File: src/rtl/uart_rx_pkg.sv
package uart_rx_pkg;
  typedef enum logic [1:0] {
    RX_IDLE  = 2'd0,
    RX_START = 2'd1,
    RX_DATA  = 2'd2,
    RX_STOP  = 2'd3
  } rx_state_t;
endpackage

File: src/rtl/uart_rx_deser.sv
module uart_rx_deser #(
  parameter int DATA_W      = 8,
  parameter int OS_RATE     = 16,
  parameter int SYNC_STAGES = 2
) (
  input  logic              clk,
  input  logic              rst,
  input  logic              en,
  input  logic              os_tick,
  input  logic              rxd,
  output logic              start_det,
  output logic              char_vld,
  output logic [DATA_W-1:0] char_data,
  output logic              char_ferr
);
  import uart_rx_pkg::*;

  localparam int HALF = OS_RATE / 2;
  localparam int CW   = $clog2(OS_RATE);
  localparam int IW   = (DATA_W > 1) ? $clog2(DATA_W) : 1;

  logic [SYNC_STAGES-1:0] sync_q;
  logic                   rx_s;
  rx_state_t              state;
  logic [CW-1:0]          cnt;
  logic [IW-1:0]          idx;
  logic [DATA_W-1:0]      shreg;

  always_ff @(posedge clk) begin
    if (rst) sync_q <= '1;
    else     sync_q <= {sync_q[SYNC_STAGES-2:0], rxd};
  end
  assign rx_s = sync_q[SYNC_STAGES-1];

  always_ff @(posedge clk) begin
    if (rst || !en) begin
      state     <= RX_IDLE;
      cnt       <= '0;
      idx       <= '0;
      start_det <= 1'b0;
      char_vld  <= 1'b0;
      char_ferr <= 1'b0;
      shreg     <= '0;
    end else begin
      start_det <= 1'b0;
      char_vld  <= 1'b0;
      if (os_tick) begin
        unique case (state)
          RX_IDLE: begin
            if (!rx_s) begin
              state <= RX_START;
              cnt   <= CW'(1);
            end
          end
          RX_START: begin
            if (cnt == CW'(HALF - 1)) begin
              cnt <= '0;
              if (!rx_s) begin
                state     <= RX_DATA;
                idx       <= '0;
                start_det <= 1'b1;
              end else begin
                state <= RX_IDLE;
              end
            end else begin
              cnt <= cnt + 1'b1;
            end
          end
          RX_DATA: begin
            if (cnt == CW'(OS_RATE - 1)) begin
              cnt   <= '0;
              shreg <= {rx_s, shreg[DATA_W-1:1]};
              if (idx == IW'(DATA_W - 1)) state <= RX_STOP;
              else                        idx   <= idx + 1'b1;
            end else begin
              cnt <= cnt + 1'b1;
            end
          end
          RX_STOP: begin
            if (cnt == CW'(OS_RATE - 1)) begin
              cnt       <= '0;
              char_vld  <= 1'b1;
              char_ferr <= ~rx_s;
              state     <= RX_IDLE;
            end else begin
              cnt <= cnt + 1'b1;
            end
          end
          default: state <= RX_IDLE;
        endcase
      end
    end
  end

  assign char_data = shreg;
endmodule

File: src/rtl/uart_rx_fifo_store.sv
module uart_rx_fifo_store #(
  parameter int DATA_W = 8,
  parameter int DEPTH  = 2
) (
  input  logic                       clk,
  input  logic                       rst,
  input  logic                       flush,
  input  logic                       push,
  input  logic [DATA_W-1:0]          push_data,
  input  logic                       push_ferr,
  input  logic                       pop,
  input  logic                       mark_ovr,
  output logic [DATA_W-1:0]          head_data,
  output logic                       head_ferr,
  output logic                       head_ovr,
  output logic [$clog2(DEPTH+1)-1:0] count
);
  localparam int PW    = (DEPTH > 1) ? $clog2(DEPTH) : 1;
  localparam int CNT_W = $clog2(DEPTH + 1);
  localparam int EW    = DATA_W + 1;

  logic [EW-1:0]    mem [DEPTH];
  logic [DEPTH-1:0] ovr_bits;
  logic [PW-1:0]    wr_ptr, rd_ptr, last_ptr;

  function automatic logic [PW-1:0] ptr_inc(input logic [PW-1:0] p);
    return (p == PW'(DEPTH - 1)) ? '0 : p + 1'b1;
  endfunction

  assign last_ptr = (wr_ptr == '0) ? PW'(DEPTH - 1) : wr_ptr - 1'b1;

  // data and framing status: write-only port, no reset, RAM-friendly
  always_ff @(posedge clk) begin
    if (push) mem[wr_ptr] <= {push_ferr, push_data};
  end

  always_ff @(posedge clk) begin
    if (rst || flush) begin
      wr_ptr   <= '0;
      rd_ptr   <= '0;
      count    <= '0;
      ovr_bits <= '0;
    end else begin
      if (push) begin
        wr_ptr           <= ptr_inc(wr_ptr);
        ovr_bits[wr_ptr] <= 1'b0;
      end
      if (mark_ovr) ovr_bits[last_ptr] <= 1'b1;
      if (pop) rd_ptr <= ptr_inc(rd_ptr);
      unique case ({push, pop})
        2'b10:   count <= count + 1'b1;
        2'b01:   count <= count - 1'b1;
        default: count <= count;
      endcase
    end
  end

  assign head_data = mem[rd_ptr][DATA_W-1:0];
  assign head_ferr = mem[rd_ptr][DATA_W] & (count != CNT_W'(0));
  assign head_ovr  = ovr_bits[rd_ptr] & (count != CNT_W'(0));
endmodule

File: src/rtl/uart_rx_buffer.sv
module uart_rx_buffer #(
  parameter int DATA_W      = 8,
  parameter int OS_RATE     = 16,
  parameter int DEPTH       = 2,
  parameter int SYNC_STAGES = 2
) (
  input  logic              clk,
  input  logic              rst,
  input  logic              rx_en,
  input  logic              os_tick,
  input  logic              rxd,
  input  logic              rd_stb,
  input  logic              irq_en,
  output logic [DATA_W-1:0] rd_data,
  output logic              rd_ferr,
  output logic              rd_ovr,
  output logic              rx_avail,
  output logic              irq
);
  localparam int CNT_W = $clog2(DEPTH + 1);

  logic              start_det, char_vld, char_ferr;
  logic [DATA_W-1:0] char_data;
  logic [CNT_W-1:0]  count;
  logic              fifo_full, pop, push, hold_move, direct_push, ovr_evt, to_hold;
  logic              hold_valid, hold_ferr;
  logic [DATA_W-1:0] hold_data;
  logic [DATA_W-1:0] push_data;
  logic              push_ferr;

  uart_rx_deser #(
    .DATA_W(DATA_W), .OS_RATE(OS_RATE), .SYNC_STAGES(SYNC_STAGES)
  ) u_deser (
    .clk(clk), .rst(rst), .en(rx_en), .os_tick(os_tick), .rxd(rxd),
    .start_det(start_det), .char_vld(char_vld),
    .char_data(char_data), .char_ferr(char_ferr)
  );

  assign fifo_full   = (count == CNT_W'(DEPTH));
  assign rx_avail    = (count != CNT_W'(0));
  assign pop         = rd_stb & rx_avail & rx_en;
  assign hold_move   = hold_valid & (~fifo_full | pop);
  assign direct_push = char_vld & ~hold_valid & (~fifo_full | pop);
  assign to_hold     = char_vld & ~direct_push;
  assign ovr_evt     = start_det & hold_valid & fifo_full & ~pop;
  assign push        = rx_en & (hold_move | direct_push);
  assign push_data   = hold_valid ? hold_data : char_data;
  assign push_ferr   = hold_valid ? hold_ferr : char_ferr;

  always_ff @(posedge clk) begin
    if (rst || !rx_en) begin
      hold_valid <= 1'b0;
      hold_data  <= '0;
      hold_ferr  <= 1'b0;
    end else if (to_hold) begin
      hold_valid <= 1'b1;
      hold_data  <= char_data;
      hold_ferr  <= char_ferr;
    end else if (hold_move || ovr_evt) begin
      hold_valid <= 1'b0;
    end
  end

  uart_rx_fifo_store #(.DATA_W(DATA_W), .DEPTH(DEPTH)) u_fifo (
    .clk(clk), .rst(rst), .flush(~rx_en),
    .push(push), .push_data(push_data), .push_ferr(push_ferr),
    .pop(pop), .mark_ovr(ovr_evt),
    .head_data(rd_data), .head_ferr(rd_ferr), .head_ovr(rd_ovr),
    .count(count)
  );

  assign irq = irq_en & rx_avail;
endmodule

File: config.mk
export PLATFORM = sky130hd
export DESIGN_NAME = uart_rx_buffer
export DESIGN_NICKNAME = d
export VERILOG_FILES = /design/src/rtl/uart_rx_pkg.sv /design/src/rtl/uart_rx_deser.sv /design/src/rtl/uart_rx_fifo_store.sv /design/src/rtl/uart_rx_buffer.sv
export SDC_FILE = /design/constraint.sdc
export NUM_CORES = 1
export LEC_CHECK = 0
export ABC_AREA = 1
export BUFFER_PORTS_ARGS = -buffer_cell sky130_fd_sc_hd__buf_2
export CAP_MARGIN = 25
export CORE_MARGIN = 2
export CORE_UTILIZATION = 53
export DETAILED_ROUTE_END_ITERATION = 16
export MAX_ROUTING_LAYER = met4
export PLACE_DENSITY = 0.77
export SETUP_SLACK_MARGIN = 0.5
export SYNTH_ARGS = -nofsm -noshare
export SYNTH_HDL_FRONTEND = slang
export SYNTH_SLANG_ARGS = --single-unit
File: constraint.sdc
create_clock -name clk -period 1.46 [get_ports clk]
set_input_delay 0.073 -clock clk [delete_from_list [all_inputs] [get_ports clk]]
set_output_delay 0.073 -clock clk [all_outputs]
set_load 0.01 [all_outputs]
==> run metrics <==
initial antenna violation count 0; CP arrival 1660 ps; fmax about 0.69 GHz; width of the die roughly 74 um; worst skew pair latency around 340 ps; Total Routing Usage GR 26.8%; Layout Nets between 300 and 400; Post-DP HPWL about 3.3 mm; routed wire length between 7 and 8 mm; CP Cell Sequence inv_2, nand2_4, nand3_4, nand2_4, nand2_4, ha_4, a21oi_2, o21ai_2, o21ai_1, a21oi_1; CP max FO 4; row count 25; Peak VDD IR 544 uV; Crit path buffers/inverters 1; Layout area overhead 54.3%; Routed WL per cell 16.5 um; yosys warns 0; H-Tree Depth 3; max-slew violation count 0; # clock sinks 57; grt ovf 0; Core ar. between 0.004 and 0.005 sq mm; DR pass1 iterations 4; Filler cells roughly 230; instance area at placement approximately 0.0030 sq mm; Detail Route Antenna Nets 0; worst reg2reg startpoint u_fifo.count[1]; slew margin rel. slightly above 70%; commonest non-fill, non-tap cell in the layout nand2_1; Clock Skews ~10 ps; IO Port Bufs 18; post-synth net total 330; Syn Area/Cell approximately 8.3 sq um; # diodes 0; outcome completed; vias per cell around 5.5; hold wc startpoint rx_en; actual slew at the worst max-slew pin 411 ps; CP max-delay cell dfxtp_1; Synth Cell Area approximately 0.0026 sq mm; met3 wire length 288 um; post-synthesis instance total between 300 and 400; M1 wire length between 2 and 3 mm; PwrDens 769 mW/mm^2; Final Cell Area between 0.004 and 0.005 sq mm; Die Y-Extent between 70 and 80 um; crit path capture type flop; vias in the first global route 2347; most frequent cells in the layout nand2_1 (45), dfxtp_1 (30), a21oi_2 (26); CTS Buffer Depth 2; Top Metal Used met4; final hold vios 0; Final Wtd Congestion a little over 0.8; share of cells above drive strength 1 53.1%; overall power after layout a little over 3 mW; routed wl met2 4.11 mm; CP delay by family, top compound AO/OA/AOI/OAI gates; CP startpoint u_fifo.count[1]; first-pass GRT wire length around 11 mm; Leak about 1.5 nW; Final Critical Period approximately 1400 ps; Netlist cell types 28; Synth Register Bits 57; # DRC 0; Inserted Clock Buffers 9; min-delay worst type in2reg; Initial Util between 50% and 60%; die area between 0.005 and 0.006 sq mm; max cap viols 0; dpl ws 6.57 ps; CP startpoint kind flop; Top cell by count, worst path nand2_4; setup violators final 0; post-synthesis sequential area ratio around half; CP Data Required Time 1680 ps; Vias 2481; final setup margin 15.7 ps; CTS tree built; # placed instances 398; RSZ-0062 raised after global routing true; largest net degree at the start of global routing 24; Root Buffer clkbuf_8; kind of critical path reg2reg; Clk pin slew, worst setup/hold paths 60 ps; Top Ports 19; ratio of final minimum period to clock period 98.9%; DR iter-0 viols 250; slowest stage delay, CP 330 ps; fin cells between 400 and 500
layer usage:
metal / up-vias / track usage (%)
met2: 88 / 49.1
met1: 1189 / 26.9
met5: - / -
met4: 0 / 11.7
met3: 25 / 6.23
li1: 1179 / -
layout make-up:
cell class / count / area [sq um] / share of cell area, %
Tap cell: 67 / 83.8 / 2.08
Timing Repair inverter: 2 / 16.3 / 0.404
Clock inverter: 5 / 47.5 / 1.18
Multi-Input combinational cell: 215 / 1640 / 40.7
Sequential cell: 57 / 1340 / 33.3
Inverter: 34 / 160 / 3.97
Clock buffer: 10 / 128 / 3.17
Timing Repair Buffer: 63 / 611 / 15.2
tightest hold or removal path: cells and delay by family:
kind	cells	cell delay [ps]
buffers and inverters	1	110
AOI/OAI and AO/OA	1	70
and+or+nand+nor	2	190
state kept, by name, summed over array words and instances, names as in the netlist, named ones only:
signal and flops:
hold_data 8, hold_ferr 1, hold_valid 1, u_deser.char_data 8, u_deser.char_ferr 1, u_deser.char_vld 1
u_deser.cnt 4, u_deser.idx 3, u_deser.start_det 1, u_deser.state 1, u_deser.sync_q 2, u_fifo.count 2
u_fifo.mem 18, u_fifo.ovr_bits 2, u_fifo.rd_ptr 1, u_fifo.wr_ptr 1
power breakdown:
part | leakage, nW | switching (mW) | internal [mW]
Sequential | 0.493 | 0.00586 | 1.62
Combinational | 0.900 | 0.0758 | 0.0488
Clock | 0.0910 | 0.586 | 0.760
through the flow:
stage / TNS (ps) / hold slack, ps / utilization (%)
floorplan: 0 / 177 / -
global placement: 0 / 264 / 62.9
detailed placement: 0 / 261 / 62.9
CTS: 0 / 126 / 79.8
global route: -211 / 165 / 85.3
finish: 0 / 168 / 85.3
synthesized netlist by cell type, drive strengths merged:
cell     n  area share (%)
a211oi   1            0.29
a21oi   34             8.0
buf      9             2.3
clkbuf   1            0.14
clkinv   1            0.14
dfxtp   39              30
edfxtp  18              21
ha       9             4.3
inv     33             4.7
nand2   75              12
nand3   23             5.1
nand4    5             1.2
nor2    34             4.9
nor2b    1            0.24
nor3     2            0.38
o21ai   24             4.7
o21bai   1            0.29
or2      3            0.72
xor2     1            0.34
logic make-up (layout without fill, tap and decap cells):
group | count (synthesis) | count (layout) | synth area share (%)
buffers and inverters | 44 | 114 | 7.33
AO/OA/AOI/OAI | 60 | 60 | 13.3
AND/OR/NAND/NOR | 143 | 145 | 24.1
flip-flops | 57 | 57 | 50.6
adder cells (fa/ha/maj) | 9 | 9 | 4.31
XOR/XNOR | 1 | 1 | 0.335
timing repair:
item | in CTS | in global routing
setup endpoints to repair | 69 | 73
pin swaps | 32 | 20
buffers inserted | 26 | 6
endpoints found under the hold margin | 2 | 0
cloned | 6 | 0
gates resized for setup | 86 | 58
hold buffers | 2 | 0
path summary, 6_finish.rpt:
| check | slack (ps) | depth (start not counted) | endpoint |
|---|---|---|---|
| worst max-delay path | 20 | 10 | u_fifo.count[1] |
| worst min-delay path | 170 | 4 | hold_valid |
| worst max register to register | 20 | 10 | u_fifo.count[1] |
| worst min register to register | 430 | 1 | u_deser.sync_q[1] |
Note: power is estimated with default switching activity, not from simulation.
